`src/rtl/pio_pkg.sv`:
```
package pio_pkg;
   localparam int WORD_W  = 32;
   localparam int FIELD_W = 8;
   localparam int CTRL_W  = 8;
   localparam int NDEV    = 2;

   // control word bit positions
   localparam int CTL_BUSRST    = 0;
   localparam int CTL_IORDY_CMD = 1;
   localparam int CTL_IORDY_F0  = 2;
   localparam int CTL_PP        = 4;
   localparam int CTL_FAST0     = 5;
   localparam int CTL_EN        = 7;

   // status word bit positions
   localparam int ST_PP_FULL = 6;
   localparam int ST_BUSY    = 7;

   // internal register index (address bits 4:2)
   localparam logic [2:0] IDX_CTRL  = 3'd0;
   localparam logic [2:0] IDX_STAT  = 3'd1;
   localparam logic [2:0] IDX_CMD   = 3'd2;
   localparam logic [2:0] IDX_FAST0 = 3'd3;

   // bus address {cs select, DA} of the drive/head register and its device bit
   localparam logic [3:0] DEVHEAD_ADDR = 4'b0110;
   localparam int         DEV_BIT      = 4;

   typedef struct packed {
      logic [FIELD_W-1:0] hold;
      logic [FIELD_W-1:0] pulse;
      logic [FIELD_W-1:0] setup;
   } phase_t;

   localparam int PHASE_W = $bits(phase_t);

   typedef enum logic [2:0] {
      PH_IDLE, PH_SETUP, PH_STROBE, PH_WAIT, PH_HOLD, PH_CLOSE
   } phase_e;
endpackage

```
`src/rtl/pio_cfg_regs.sv`:
```
module pio_cfg_regs
   import pio_pkg::*;
#(
   parameter logic [WORD_W-1:0] DEF_TIMING = 32'h1D03_2408
) (
   input  logic                 clk,
   input  logic                 rst_n,
   input  logic                 wr_en,
   input  logic [2:0]           idx,
   input  logic [WORD_W-1:0]    wdata,
   input  logic                 busy,
   input  logic                 slot_full,
   output logic [CTRL_W-1:0]    ctrl,
   output phase_t               cmd_ph,
   output phase_t [NDEV-1:0]    fast_ph,
   output logic [WORD_W-1:0]    rdata
);
   logic [CTRL_W-1:0] ctrl_q;
   logic [WORD_W-1:0] cmd_q;
   logic [WORD_W-1:0] fast_q [NDEV];

   always_ff @(posedge clk or negedge rst_n) begin
      if (!rst_n) begin
         ctrl_q <= '0;
         cmd_q  <= DEF_TIMING;
      end else if (wr_en) begin
         if (idx == IDX_CTRL) ctrl_q <= wdata[CTRL_W-1:0];
         if (idx == IDX_CMD)  cmd_q  <= wdata;
      end
   end

   for (genvar d = 0; d < NDEV; d++) begin : g_fast
      localparam logic [2:0] MY_IDX = 3'(int'(IDX_FAST0) + d);
      always_ff @(posedge clk or negedge rst_n) begin
         if (!rst_n)                       fast_q[d] <= DEF_TIMING;
         else if (wr_en && idx == MY_IDX)  fast_q[d] <= wdata;
      end
      assign fast_ph[d] = fast_q[d][PHASE_W-1:0];
   end

   assign ctrl   = ctrl_q;
   assign cmd_ph = cmd_q[PHASE_W-1:0];

   always_comb begin
      rdata = '0;
      case (idx)
         IDX_CTRL: rdata[CTRL_W-1:0] = ctrl_q;
         IDX_STAT: begin
            rdata[ST_BUSY]    = busy;
            rdata[ST_PP_FULL] = slot_full;
         end
         IDX_CMD:       rdata = cmd_q;
         IDX_FAST0:     rdata = fast_q[0];
         IDX_FAST0 + 1: rdata = fast_q[1];
         default:       rdata = '0;
      endcase
   end
endmodule

```
`src/rtl/pio_timing_sel.sv`:
```
module pio_timing_sel
   import pio_pkg::*;
(
   input  logic [CTRL_W-1:0]  ctrl,
   input  logic               dev_sel,
   input  phase_t             cmd_ph,
   input  phase_t [NDEV-1:0]  fast_ph,
   output phase_t             sel_ph,
   output logic               sel_iordy
);
   logic fast_on;

   always_comb begin
      fast_on   = ctrl[CTL_FAST0 + int'(dev_sel)];
      sel_ph    = fast_on ? fast_ph[dev_sel] : cmd_ph;
      sel_iordy = fast_on ? ctrl[CTL_IORDY_F0 + int'(dev_sel)] : ctrl[CTL_IORDY_CMD];
   end
endmodule

```
`src/rtl/pio_phase_fsm.sv`:
```
module pio_phase_fsm
   import pio_pkg::*;
#(
   parameter int DD_W        = 16,
   parameter int IORDY_SYNC  = 0
) (
   input  logic            clk,
   input  logic            rst_n,
   input  logic            start,
   input  logic            push,
   input  logic [3:0]      in_addr,
   input  logic            in_write,
   input  logic [DD_W-1:0] in_wdata,
   input  phase_t          sel_ph,
   input  logic            sel_iordy,
   input  logic            iordy,
   input  logic [DD_W-1:0] dd_in,
   output logic            busy,
   output logic            in_close,
   output logic            slot_full,
   output logic            dev_sel,
   output logic            rd_cap,
   output logic [1:0]      cs_n,
   output logic [2:0]      da,
   output logic            dior_n,
   output logic            diow_n,
   output logic [DD_W-1:0] dd_out,
   output logic            dd_oe
);
   phase_e             state;
   logic [FIELD_W-1:0] cnt;
   phase_t             ph_q;
   logic               iord_q;
   logic [3:0]         cur_addr, slot_addr, ln_addr;
   logic               cur_write, ln_write, ln_go;
   logic [DD_W-1:0]    cur_wdata, slot_wdata, ln_wdata;
   logic               iordy_s, stretch, strobe_on;

   // ready line path: direct or through a synchronizer chain
   if (IORDY_SYNC == 0) begin : g_iordy_direct
      assign iordy_s = iordy;
   end else begin : g_iordy_sync
      logic [IORDY_SYNC-1:0] sh;
      always_ff @(posedge clk or negedge rst_n) begin
         if (!rst_n) sh <= '1;
         else        sh <= (sh << 1) | IORDY_SYNC'(iordy);
      end
      assign iordy_s = sh[IORDY_SYNC-1];
   end

   always_comb begin
      ln_go    = (state == PH_IDLE && start) || (state == PH_CLOSE && slot_full);
      ln_addr  = (state == PH_CLOSE) ? slot_addr  : in_addr;
      ln_write = (state == PH_CLOSE) ? 1'b1       : in_write;
      ln_wdata = (state == PH_CLOSE) ? slot_wdata : in_wdata;
      stretch  = iord_q && !iordy_s;
   end

   always_ff @(posedge clk or negedge rst_n) begin
      if (!rst_n) begin
         state      <= PH_IDLE;
         cnt        <= '0;
         ph_q       <= '0;
         iord_q     <= 1'b0;
         cur_addr   <= '0;
         cur_write  <= 1'b0;
         cur_wdata  <= '0;
         slot_addr  <= '0;
         slot_wdata <= '0;
         slot_full  <= 1'b0;
         dev_sel    <= 1'b0;
      end else begin
         case (state)
            PH_SETUP: if (cnt == 0) begin
                         state <= PH_STROBE;
                         cnt   <= ph_q.pulse;
                      end else cnt <= cnt - 1'b1;
            PH_STROBE: if (cnt != 0) cnt <= cnt - 1'b1;
                       else if (stretch) state <= PH_WAIT;
                       else begin
                          state <= PH_HOLD;
                          cnt   <= ph_q.hold;
                       end
            PH_WAIT: if (iordy_s) begin
                        state <= PH_HOLD;
                        cnt   <= ph_q.hold;
                     end
            PH_HOLD: if (cnt == 0) state <= PH_CLOSE;
                     else          cnt   <= cnt - 1'b1;
            PH_CLOSE: state <= PH_IDLE;
            default: ;
         endcase
         if (ln_go) begin
            state     <= PH_SETUP;
            cnt       <= sel_ph.setup;
            ph_q      <= sel_ph;
            iord_q    <= sel_iordy;
            cur_addr  <= ln_addr;
            cur_write <= ln_write;
            cur_wdata <= ln_wdata;
            if (ln_write && ln_addr == DEVHEAD_ADDR) dev_sel <= ln_wdata[DEV_BIT];
         end
         if (state == PH_CLOSE && slot_full) slot_full <= 1'b0;
         if (push) begin
            slot_full  <= 1'b1;
            slot_addr  <= in_addr;
            slot_wdata <= in_wdata;
         end
      end
   end

   assign busy      = (state != PH_IDLE);
   assign in_close  = (state == PH_CLOSE);
   assign strobe_on = (state == PH_STROBE) || (state == PH_WAIT);
   assign rd_cap    = !cur_write &&
                      ((state == PH_STROBE && cnt == 0 && !stretch) ||
                       (state == PH_WAIT && iordy_s));
   assign dior_n    = !(strobe_on && !cur_write);
   assign diow_n    = !(strobe_on && cur_write);
   assign cs_n      = !busy ? 2'b11 : (cur_addr[3] ? 2'b01 : 2'b10);
   assign da        = busy ? cur_addr[2:0] : 3'd0;
   assign dd_out    = cur_wdata;
   assign dd_oe     = cur_write && busy && !in_close;
endmodule

```
`src/rtl/pio_cycle_engine.sv`:
```
module pio_cycle_engine
   import pio_pkg::*;
#(
   parameter int                ADDR_W     = 7,
   parameter int                DD_W       = 16,
   parameter int                IORDY_SYNC = 0,
   parameter logic [WORD_W-1:0] DEF_TIMING = 32'h1D03_2408
) (
   input  logic               clk,
   input  logic               rst_n,
   input  logic               req_valid,
   output logic               req_ready,
   input  logic [ADDR_W-1:0]  req_addr,
   input  logic               req_write,
   input  logic [WORD_W-1:0]  req_wdata,
   output logic               rsp_done,
   output logic [WORD_W-1:0]  rsp_rdata,
   output logic               pio_busy,
   output logic               pp_full,
   output logic               ata_reset_n,
   output logic [1:0]         ata_cs_n,
   output logic [2:0]         ata_da,
   output logic               ata_dior_n,
   output logic               ata_diow_n,
   output logic [DD_W-1:0]    ata_dd_out,
   output logic               ata_dd_oe,
   input  logic [DD_W-1:0]    ata_dd_in,
   input  logic               ata_iordy
);
   if (ADDR_W < 7) begin : g_bad_addr
      $error("ADDR_W must cover address bit 6");
   end
   if (DD_W < 8 || DD_W > WORD_W) begin : g_bad_dd
      $error("DD_W must lie between 8 and the word width");
   end
   if (IORDY_SYNC < 0 || IORDY_SYNC > 4) begin : g_bad_sync
      $error("IORDY_SYNC must lie between 0 and 4");
   end

   logic [CTRL_W-1:0] ctrl;
   phase_t            cmd_ph, sel_ph;
   phase_t [NDEV-1:0] fast_ph;
   logic [WORD_W-1:0] cfg_rdata, rdata_q;
   logic              sel_iordy, dev_sel, busy, in_close, slot_full, rd_cap;
   logic              is_bus, core_en, pp_en, accept, start_bus, push, local_acc;
   logic              done_q, unused_bits;

   assign is_bus  = req_addr[6];
   assign core_en = ctrl[CTL_EN];
   assign pp_en   = ctrl[CTL_PP];

   always_comb begin
      req_ready = !busy ||
                  (!in_close && pp_en && !slot_full && req_write && is_bus && core_en);
      accept    = req_valid && req_ready;
      start_bus = accept && !busy && is_bus && core_en;
      push      = accept && busy;
      local_acc = accept && !busy && !start_bus;
   end

   pio_cfg_regs #(.DEF_TIMING(DEF_TIMING)) i_cfg (
      .clk       (clk),
      .rst_n     (rst_n),
      .wr_en     (local_acc && req_write && !is_bus),
      .idx       (req_addr[4:2]),
      .wdata     (req_wdata),
      .busy      (busy),
      .slot_full (slot_full),
      .ctrl      (ctrl),
      .cmd_ph    (cmd_ph),
      .fast_ph   (fast_ph),
      .rdata     (cfg_rdata)
   );

   pio_timing_sel i_sel (
      .ctrl      (ctrl),
      .dev_sel   (dev_sel),
      .cmd_ph    (cmd_ph),
      .fast_ph   (fast_ph),
      .sel_ph    (sel_ph),
      .sel_iordy (sel_iordy)
   );

   pio_phase_fsm #(.DD_W(DD_W), .IORDY_SYNC(IORDY_SYNC)) i_fsm (
      .clk       (clk),
      .rst_n     (rst_n),
      .start     (start_bus),
      .push      (push),
      .in_addr   (req_addr[5:2]),
      .in_write  (req_write),
      .in_wdata  (req_wdata[DD_W-1:0]),
      .sel_ph    (sel_ph),
      .sel_iordy (sel_iordy),
      .iordy     (ata_iordy),
      .dd_in     (ata_dd_in),
      .busy      (busy),
      .in_close  (in_close),
      .slot_full (slot_full),
      .dev_sel   (dev_sel),
      .rd_cap    (rd_cap),
      .cs_n      (ata_cs_n),
      .da        (ata_da),
      .dior_n    (ata_dior_n),
      .diow_n    (ata_diow_n),
      .dd_out    (ata_dd_out),
      .dd_oe     (ata_dd_oe)
   );

   always_ff @(posedge clk or negedge rst_n) begin
      if (!rst_n) begin
         done_q  <= 1'b0;
         rdata_q <= '0;
      end else begin
         done_q <= local_acc;
         if (local_acc)   rdata_q <= is_bus ? '0 : cfg_rdata;
         else if (rd_cap) rdata_q <= WORD_W'(ata_dd_in);
      end
   end

   assign rsp_done    = done_q || in_close;
   assign rsp_rdata   = rdata_q;
   assign pio_busy    = busy;
   assign pp_full     = slot_full;
   assign ata_reset_n = !ctrl[CTL_BUSRST];
   assign unused_bits = ^{req_addr, req_wdata};
endmodule

```
`config.mk`:
```
export PLATFORM = sky130hd
export DESIGN_NAME = pio_cycle_engine
export DESIGN_NICKNAME = d
export VERILOG_FILES = /design/src/rtl/pio_pkg.sv /design/src/rtl/pio_cfg_regs.sv /design/src/rtl/pio_timing_sel.sv /design/src/rtl/pio_phase_fsm.sv /design/src/rtl/pio_cycle_engine.sv
export SDC_FILE = /design/constraint.sdc
export NUM_CORES = 1
export LEC_CHECK = 0
export BUFFER_PORTS_ARGS = -buffer_cell sky130_fd_sc_hd__buf_2
export CORE_UTILIZATION = 25
export DETAILED_ROUTE_END_ITERATION = 7
export GPL_ROUTABILITY_DRIVEN = 0
export SLEW_MARGIN = 40
export SYNTH_ARGS = -nofsm -noshare
export SYNTH_HDL_FRONTEND = slang
export SYNTH_SLANG_ARGS = --single-unit
```
`constraint.sdc`:
```
create_clock -name clk -period 2.95 [get_ports clk]
set_input_delay 0.885 -clock clk [delete_from_list [all_inputs] [get_ports clk]]
set_output_delay 0.885 -clock clk [all_outputs]
set_load 0.02 [all_outputs]
```
# Word-level counts from Yosys, hierarchy flattened
# Cells that the tools add are included.
# word_totals
register_bits	208
in_bits	60
out_inout_bits	61
wordCells	135
# op_classes
addsub	3
order_cmp	3
n_eq_ne	16
n_mux	38
reduce_logical	57
# ops
op	n
$mux W32	3
$mux W24	3
$pmux W24 S3	1
$lt A32 B5 Y1 const B	2
$mux W8	6
$pmux W8 S4	1
$logic_and A1 B1 Y1	27
$pmux W6 S4	1
$mux W3	7
$mux W16	1
$pmux W3 S5	1
$eq A3 B2 Y1 const B	4
$logic_not A1 Y1	11
$pmux W2 S5	1
$eq A3 B3 Y1 const B	3
$ne A3 B2 Y1 const B	3
$logic_not A8 Y1	1
$mux W1	8
$reduce_bool A8 Y1	1
$sub A8 B1 Y8 const B	1
$bmux W1 S3	2
$eq A3 B1 Y1 const B	2
$logic_not A3 Y1	2
$ne A3 B1 Y1 const B	2
15 further kinds	23

# Depth between registers and ports, before layout
# Gate-level depths: netlist of the first run.
# logic_depth
ltp_word	17
mapped_depth	10
ltp_nobuf	8

# By module
# From an unflattened synthesis of the first run, not the netlist that was laid out.
# hier_totals
hier_cells	1001
hier_area_um2	11583.6
# modules_own_cells
mod	instances	cells_each	area_per_inst_um2	seq_area_each_um2
pio_cfg_regs	1	419	5461.5	2636.3
pio_phase_fsm	1	360	3649.8	1776.7
pio_cycle_engine	1	138	1596.5	825.8
pio_timing_sel	1	84	875.8	0.0

# Worst setup path after synthesis of the first run
# OpenSTA, ideal clock, no wires.
# synth_timing
kind	register to output
from	reg i_fsm.state[0]
to	out ata_dd_oe
arrival_time_ps	1580
t_required_ps	2065
path_slack_ps	485
stages_incl_launch_ff	6
n_path_buf	3
path_cell_list	dfrtp_1 buf_2 buf_1 and2_0 clkbuf_1 nor3_1
# synth_via
elab_chain_len	3
elab_cells_between_ends	5
cone_classes	1 x eq/ne; 4 x reduce/logical
# synth_rtl
item	line_no	source
from (decl)	pio_phase_fsm.sv:30	phase_e state;
from (signal assigned)	pio_phase_fsm.sv:61	state <= PH_IDLE;
from (signal assigned)	pio_phase_fsm.sv:75	state <= PH_STROBE;
from (signal assigned)	pio_phase_fsm.sv:79	else if (stretch) state <= PH_WAIT;
$eq A3 B3 Y1 / $reduce_bool A3 Y1 (equally long branches)	pio_phase_fsm.sv:113, pio_phase_fsm.sv:112	
$logic_not A1 Y1 / $logic_and A1 B1 Y1 (equally long branches)	pio_phase_fsm.sv:123	assign dd_oe = cur_write && busy && !in_close;
$logic_and A1 B1 Y1 *	pio_phase_fsm.sv:123	
to (decl)	pio_cycle_engine.sv:26	output logic ata_dd_oe,
# Every way passes the cells marked *; elsewhere a longest branch is shown, timed or not.

# Worst setup path in the final report of the first run
# layout_timing
from	reg i_fsm.state[1]
to	out ata_dd_oe
# Same word-level chain as after synthesis.

==> results of run 1 <==
-- cell usage after synthesis (all sizes together) (2+ instances only) --
library cell,n,area [um^2]
o211a,2,20.0
o21ai,86,434
o31ai,3,50.1
a32oi,3,26.3
o221a,2,22.5
dfstp,27,709
nand2b,5,31.3
a22oi,22,165
o311ai,2,17.5
nor2b,6,37.5
a221oi,5,43.8
mux2i,55,551
dfrtp,181,4530
and2,6,37.5
a21oi,27,139
ha,2,25.0
nand2,131,504
a31oi,24,150
nand3b,4,30.0
o22ai,8,56.3
inv,8,30.0
a22o,18,158
nor3,5,46.3
a32o,2,20.0
mux2,125,1410
nor2,56,244
nor4,2,27.5
clkbuf,26,97.6
nand3,5,25.0
nor3b,2,20.0
a211oi,3,22.5
buf,34,214
and3,2,12.5
-- report_power, final --
| part | internal, mW | leakage [nW] | switching [mW] |
|---|---|---|---|
| combinational | 1.23 | 2.41 | 1.72 |
| clock | 1.92 | 0.401 | 1.19 |
| sequential | 3.71 | 2.67 | 0.566 |
-- cell type report --
type	instances	area, um^2
clock inverters	7	116
repair buffers	151	985
well taps	525	657
clock buffers	37	711
diodes	1	2.50
multi-input cells	631	4500
inverters	9	35.0
flip-flops and latches	208	5240
fillers	4110	27500
-- what timing repair did --
item / CTS / global route
setup endpoints to repair: 3 / 1
gates resized for setup: 1 / 1
hold buffers: 0 / 0
pin swaps: 0 / 0
gates cloned: 0 / 0
-- worst reg2reg max path, stage by stage (launching register included) --
cell	delay, ps
dfrtp_1	420
inv_1	100
ha_1	170
nor3b_1	380
nand2_2	240
o31ai_4	560
nand2_2	190
o221a_2	310
-- flip-flops by register name, summed over array words and instances (netlist names), 3 cells and up --
signal	cells
i_fsm.dd_out	16
i_fsm.ph_q	16
i_fsm.slot_addr	4
i_fsm.slot_wdata	16
i_fsm.state	3
i_fsm.cnt	8
i_cfg.ctrl	8
i_cfg.cmd_q	32
i_cfg.fast_ph	48
rsp_rdata	32
i_cfg.fast_q	16
i_fsm.cur_addr	4
-- per-layer routing --
| layer | GRT usage | wire length, um | part of all wire | up-vias |
|---|---|---|---|---|
| met2 | 0.219 | 12900 | 0.46 | 162 |
| met3 | 0.0186 | 1070 | 0.038 | 53 |
| li1 | - | - | - | 3511 |
| met4 | 0.0642 | 1000 | 0.036 | 2 |
| met5 | 0 | 11 | 0.00039 | - |
| met1 | 0.185 | 12900 | 0.46 | 3691 |
-- kinds of logic (layout without fill, tap and decap cells) --
family          after synthesis  count (layout)  synth area share
xor+xnor                      1               1          0.000870
simple gates                230             230             0.106
other cells                   0               1                 0
flops                       208             208             0.520
fa+ha+maj                     3               3           0.00348
buf+inv                      69             204            0.0343
mux                         180             180             0.194
compound gates              217             217             0.141
-- worst paths after layout --
path                                            start                           end  slack (ps)  depth (start not counted)
min in group clk           i_fsm.ph_q[13]$_DFFE_PN0P_    i_fsm.ph_q[13]$_DFFE_PN0P_         480                          2
hold reg to reg            i_fsm.ph_q[13]$_DFFE_PN0P_    i_fsm.ph_q[13]$_DFFE_PN0P_         480                          2
setup / recovery           i_fsm.state[1]$_DFFE_PN0P_                     ata_dd_oe         190                          4
max in group asynchronous                       rst_n  i_cfg.fast_q[60]$_DFFE_PN1P_        1800                          2
hold / removal                                  rst_n     rsp_rdata[16]$_DFFE_PN0P_         370                          1
setup reg to reg             i_fsm.cnt[0]$_DFFE_PN0P_      i_fsm.cnt[1]$_DFFE_PN0P_         490                          7
-- metrics by stage --
step | instance area [um^2] | hold WS [ps]
after floorplan | 10100 | 442
after global placement | 11400 | 467
after detailed placement | 11400 | 474
after CTS | 12200 | 376
after global routing | 12200 | 394
final | 12200 | 370
==> impl_metrics.yaml, run 1 <==
run_status:
  status: "complete, no violations"
setup_path:
  cp_top_family: "simple AND/OR/NAND/NOR gates"
  path_cells: "nor2b_1 -> and2_0 -> nor3_1 -> buf_2"
  crit_type: "register to output port"
  worst_setup_path_end_kind: "output port"
  arrival_ps: 1880
  worst-path-buf-inv: 1
  crit_slowest_cell: "dfrtp_1"
  path_max_fanout: 6
  startpoint_type: "register"
  slowest_delay_ps: 530
  required_ps: 2070
finish:
  mostFrequentLayoutCells: "dfrtp_1 (181), nand2_1 (128), buf_2 (117)"
  drive_gt1_frac: 0.318
  final_common_cell: "dfrtp_1"
  area_growth_pct: 21.6
  layout.nets: 1087
  fin_util: 0.308
  stdcell_count: 1569
timing:
  rsz0062_at_grt: "no"
  tns_ps: 0
  min_period_ps: 2760
  setup_viol: 0
  clock.fmax_mhz: 362
  finClkSkew_ps: 12.8
  maxSlewHeadroom: 0.626
  fin_crit_sh: 0.936
  final_max_slew_viol_count: 0
  tightest_slew_ps: 561
  hold_viol_final: 0
  post-route-worst-setup-slack_ps: 189
cts:
  cts_tree: "done"
  numCtsBuffers: 24
  clk_path_buf_depth: 3
  clock_sinks: 208
  cts_setup_buffers: 0
  clk_pin_slew_ps: 60
  htreeDepth: 1
  cts_root_buf: "clkbuf_16"
  clock_latency_ps: 520
global_routing:
  grt_pass1_wl_mm: 44.0
  grt_pass1_vias: 7610
  globalRouteOverflowTotal: 0
  grt_max_degree: 67
  globalRouteTotalUtil: 0.138
  antenna_found_initial: 2
yosys:
  ys_ff_latch: 208
  ys_warn_count: 0
  synth_edf_count: 0
  ys_seq_area_frac: 0.520
  synthesis.area_um2: 10100
  postSynthAreaPerCell_um2: 11.1
  netlist_instances: 908
  synth_async_sr_flop_share: 1.00
  synth_ff_type: "dfrtp_1"
  synth_nets: 970
  synth_cell_types: 71
floorplan:
  rows: 73
  io_pins: 121
  die_y_um: 203
  start_util: 0.253
  core-area_um2: 39700
  die-area_um2: 41100
  dieWidth_um: 203
pwr:
  power.total_mw: 10.3
  power_density_nw_per_um2: 844
  ir_drop_mv: 0.474
  p_leak_nw: 5.48
job:
  maxCapViolCount: 0
drt:
  drtIter0Drc: 468
  wl_mm: 27.9
  post_drt_via_cell_ratio: 4.73
  drt-wirelength-per-cell_um: 17.8
  drcViolationCount: 0
  antenna_left: 0
  drt_pass1_iterations: 6
  vias: 7419
place:
  placed_cells: 1524
  pre_cts_ws_ps: 238
  dp_hpwl_mm: 19.1
  io_buffers: 118
worst_hold_path:
  hp-class: "primary input to asynchronous set/reset pin"
Note: power is estimated with default switching activity, not from simulation.
==> run 2: changes to the inputs <==
- CORE_UTILIZATION: 25 -> 51
- PLACE_DENSITY: default -> 0.71
==> impl_metrics.yaml, run 2 (synthesis results as in run 1) <==
run_status:
  status: "complete, no violations"
floorplan:
  die-area_um2: 20300
  start_util: 0.519
  dieWidth_um: 143
  io_pins: 121
  die_y_um: 143
  core-area_um2: 19400
  rows: 51
timing:
  clock.fmax_mhz: 362
  maxSlewHeadroom: 0.632
  finClkSkew_ps: 16.7
  fin_crit_sh: 0.936
  post-route-worst-setup-slack_ps: 189
  hold_viol_final: 0
  tightest_slew_ps: 547
  holdWs_ps: 311
  final_max_slew_viol_count: 0
  tns_ps: 0
  rsz0062_at_grt: "no"
  setup_viol: 0
  min_period_ps: 2760
cts:
  cts_resized: 0
  htreeDepth: 1
  cts_root_buf: "clkbuf_16"
  clock_latency_ps: 520
  cts_tree: "done"
  clock_sinks: 208
  clk_pin_slew_ps: 60
  numCtsBuffers: 23
  clk_path_buf_depth: 3
  holdBufCountCts: 0
  cts_setup_buffers: 0
pwr:
  power_density_nw_per_um2: 867
  p_leak_nw: 5.47
  ir_drop_mv: 0.660
global_routing:
  globalRouteTotalUtil: 0.260
  globalRouteOverflowTotal: 0
  grt_max_degree: 71
  grt_pass1_wl_mm: 41.1
  antenna_found_initial: 0
  grt_pass1_vias: 7451
drt:
  drt_pass1_iterations: 5
  vias: 7567
  drtIter0Drc: 540
  post_drt_via_cell_ratio: 5.81
  drcViolationCount: 0
  wl_mm: 25.5
  drt-wirelength-per-cell_um: 19.5
  antenna_left: 0
setup_path:
  r2r_end: "i_fsm.cnt[1]$_DFFE_PN0P_"
  r2r_slack_ps: 550
  path_max_fanout: 15
  arrival_ps: 1880
  r2r_start: "i_fsm.cnt[0]$_DFFE_PN0P_"
  crit_type: "register to output port"
  worst_setup_path_end_kind: "output port"
  startpoint_type: "register"
  r2r_cells: 8
  required_ps: 2070
finish:
  final_common_cell: "dfrtp_1"
  layout.nets: 1083
  ff_latch_area_um2: 5240
  mostFrequentLayoutCells: "dfrtp_1 (181), nand2_1 (128), buf_2 (117)"
  diodes: 0
  fill_cells: 1633
  area_growth_pct: 17.9
  multi_input_area_um2: 4500
  drive_gt1_frac: 0.318
  largest_reg_flops: 48
place:
  dp_hpwl_mm: 16.8
  io_buffers: 118
  pre_cts_ws_ps: 224
worst_hold_path:
  hp-class: "primary input to asynchronous set/reset pin"
job:
  maxCapViolCount: 0
[run 2: cell count changes in the layout (fill, tap and decap cells not counted), sizes merged]
cell | previous run | this run
inv | 9 | 12
diode | 1 | 0
clkinv | 3 | 4
buf | 150 | 147
bufinv | 3 | 4
clkbuf | 38 | 31
[run 2: layer usage]
layer | up-vias | GRT usage | share of wire
li1 | 3517 | - | -
met1 | 3802 | 0.369 | 0.46
met2 | 210 | 0.420 | 0.47
met3 | 38 | 0.0367 | 0.047
met4 | 0 | 0.0685 | 0.022
met5 | - | 0 | 0
[run 2: critical path: stages (launching register included)]
cell and delay [ps]:
dfrtp_1 430, buf_4 210, nor2b_1 160, and2_0 170
nor3_1 180, buf_2 210
[run 2: worst max-delay path by stage]
stage / from / endpoint / slack (ps) / cells past startpoint
2_1_floorplan: i_fsm.state[0]$_DFFE_PN0P_ / ata_dd_oe / 480 / 5
3_3_place_gp: req_valid / i_cfg.fast_ph[28]$_DFFE_PN0P_ / 220 / 7
3_5_place_dp: req_valid / i_cfg.fast_ph[28]$_DFFE_PN0P_ / 220 / 7
4_1_cts: i_fsm.state[2]$_DFFE_PN0P_ / ata_da[2] / 30 / 4
5_1_grt: i_fsm.state[2]$_DFFE_PN0P_ / req_ready / 60 / 6
6_report: i_fsm.state[2]$_DFFE_PN0P_ / ata_dd_oe / 190 / 5
[run 2: area by class of cell]
| class | instances | area share |
|---|---|---|
| clock buffer | 30 | 0.0532 |
| clock inverter | 12 | 0.0158 |
| inverter | 9 | 0.00284 |
| multi-input combinational | 631 | 0.379 |
| sequential | 208 | 0.441 |
| tap | 265 | 0.0279 |
| timing repair buffer | 148 | 0.0800 |
[run 2: stage by stage]
step	util	instances	instance area, um^2	total power, mW
after floorplan	-	908	10100	6.20
after global placement	0.570	1261	11100	7.13
after detailed placement	0.570	1261	11100	7.23
after CTS	0.612	1303	11900	10.4
after global routing	0.612	1303	11900	10.9
final	0.612	1303	11900	10.3
[run 2: power by group]
group / internal [mW] / switching [mW]
combinational: 1.23 / 1.71
sequential: 3.71 / 0.567
clock: 1.88 / 1.21
==> run 3: changes to the inputs <==
- SYNTH_HIERARCHICAL: default -> 1
==> impl_metrics.yaml, run 3 <==
run_status:
  status: "complete, but fails checks"
  violations: "design-rule violations"
timing:
  maxSlewHeadroom: 0.449
  min_period_ps: 2890
  tightest_slew_ps: 826
  holdWs_ps: 353
  tns_ps: 0
  setup_viol: 0
  fin_crit_sh: 0.980
  final_max_slew_viol_count: 0
  hold_viol_final: 0
  clock.fmax_mhz: 346
  finClkSkew_ps: 11.6
  rsz0062_at_grt: "no"
setup_path:
  slowest_delay_ps: 530
  path_max_fanout: 3
  crit_type: "register to output port"
  crit_slowest_cell: "or4bb_4"
  arrival_ps: 2010
  path_cells: "nor2b_4 -> nand2_2 -> inv_2 -> or4bb_4 -> o21ai_2 -> buf_6"
  worst_setup_path_end_kind: "output port"
  required_ps: 2070
  startpoint_type: "register"
  r2r_cells: 9
drt:
  wl_mm: 26.5
  drt-wirelength-per-cell_um: 19.6
  drtIter0Drc: 501
  drt_pass1_iterations: 8
  vias: 7789
  drcViolationCount: 2
  antenna_left: 0
  post_drt_via_cell_ratio: 5.77
cts:
  clk_path_buf_depth: 3
  holdBufCountCts: 0
  clock_latency_ps: 510
  cts_root_buf: "clkbuf_16"
  clk_pin_slew_ps: 60
  numCtsBuffers: 23
  clock_sinks: 208
  htreeDepth: 1
  cts_tree: "done"
yosys:
  synth-compound-area-share: 0.112
  synthesis.area_um2: 11600
  synth_async_sr_flop_share: 1.00
  synth_area_leaders: "dfrtp_1 (39%), mux2_2 (11%), mux2i_1 (9.2%)"
  ys_warn_count: 6
  synth.top_cells.by_count: "dfrtp_1 (181), mux2_2 (113), mux2i_1 (106)"
  synth_largest_area_cell: "dfrtp_1"
  ys_ff_latch: 208
  synthAdderAreaFrac: 0.00216
  synth_nets: 1063
  postSynthAreaPerCell_um2: 11.6
  synth_top_family_by_area: "multiplexers"
  ys_seq_area_frac: 0.452
  synth_xor_area_frac: 0.00378
  synth_edf_count: 0
  synth_simple_gate_area_frac: 0.0850
  synth_ff_type: "dfrtp_1"
  netlist_instances: 1001
  yosysMostFrequentCell: "dfrtp_1"
  synth_cell_types: 77
  synthMuxAreaShare: 0.242
  netlist.area_leader.share: 0.391
global_routing:
  globalRouteOverflowTotal: 0
  grt_max_degree: 58
  antenna_found_initial: 2
  grt_pass1_vias: 7787
  grt_pass1_wl_mm: 42.9
  globalRouteTotalUtil: 0.231
finish:
  drive_gt1_frac: 0.383
  finalInstanceArea_um2: 12700
  final_common_cell: "dfrtp_1"
  layout.nets: 1116
  area_growth_pct: 9.26
  largest_reg_flops: 48
  mostFrequentLayoutCells: "dfrtp_1 (180), buf_2 (116), mux2_2 (113)"
pwr:
  ir_drop_mv: 0.374
  p_leak_nw: 5.75
  power_density_nw_per_um2: 460
place:
  postPlaceCellArea_um2: 11900
  io_buffers: 118
  dp_hpwl_mm: 18.0
floorplan:
  start_util: 0.526
  io_pins: 121
  die_y_um: 153
  die-area_um2: 23300
  dieWidth_um: 153
  rows: 54
  core-area_um2: 22000
worst_hold_path:
  hp-class: "primary input to asynchronous set/reset pin"
job:
  maxCapViolCount: 0
run 3: changes by cell type after synthesis, moves of 20 or more:
| cell | change |
|---|---|
| buf_4 | +69 |
| mux2_1 | -22 |
| mux2_2 | +20 |
| mux2_4 | +24 |
| mux2i_1 | +51 |
| nand2_1 | -31 |
| o21ai_0 | -51 |
run 3: worst paths after layout:
check | slack [ps] | to | from
setup reg to reg | 310 | rsp_rdata[17]$_DFFE_PN0P_ | i_fsm/cnt[1]$_DFFE_PN0P_
min in group clk | 490 | i_cfg/fast_q[30]$_DFFE_PN0P_ | i_cfg/fast_q[30]$_DFFE_PN0P_
hold reg to reg | 490 | i_cfg/fast_q[30]$_DFFE_PN0P_ | i_cfg/fast_q[30]$_DFFE_PN0P_
max in group asynchronous | 1820 | i_cfg/cmd_q[17]$_DFFE_PN1P_ | rst_n
setup / recovery | 60 | req_ready | i_fsm/state[2]$_DFFE_PN0P_
hold / removal | 350 | rsp_rdata[25]$_DFFE_PN0P_ | rst_n
run 3: cells by family (layout without fill, tap and decap cells):
group,after synthesis,after routing
muxes,253,253
AOI/OAI and AO/OA,173,173
other,0,1
buffers and inverters,162,230
and+or+nand+nor,198,198
xor gates and xnor gates,5,5
adders and majority gates,2,2
DFF,208,208
run 3: area by class of cell:
class                   instances  area, um^2
diodes                          1        2.50
repair buffers                166        1080
inverters                      24        90.1
clock inverters                 8        47.5
well taps                     280         350
multi-input cells             631        5210
flip-flops and latches        208        5240
fillers                      1833        9370
clock buffers                  32         639
run 3: metal layers:
metal	GRT usage	wire, um	vias to the layer above
met5	0	13	-
met4	0.0510	338	2
met3	0.0330	1380	33
met2	0.374	12500	220
met1	0.330	12300	3935
li1	-	-	3599
run 3: critical path: cells and delay by family (launching register included):
family	cells	cell delay, ps
flip-flops	1	400
AND/OR/NAND/NOR	3	760
AO/OA/AOI/OAI	1	150
buffers and inverters	2	200
run 3: stage by stage:
step	cells	total power [mW]	worst slack, ps	util
after detailed placement	1306	3.24	210	0.541
after global routing	1349	6.04	9.07	0.574
final	1350	5.83	58.0	0.575
after CTS	1349	5.89	11.1	0.574
after global placement	1306	3.24	228	0.541
after floorplan	1001	3.07	12.6	-
run 3: repair_timing:
action,in CTS,in global routing
resized for setup,9,1
buffers inserted,3,0
endpoints found under the setup margin,1,2
pin swaps,3,2
run 3: power by group:
group | leakage [nW] | switching (mW) | internal [mW]
combinational | 2.76 | 0.185 | 0.105
clock | 0.344 | 1.12 | 1.51
sequential | 2.65 | 0.0219 | 2.88
total | 5.75 | 1.33 | 4.50
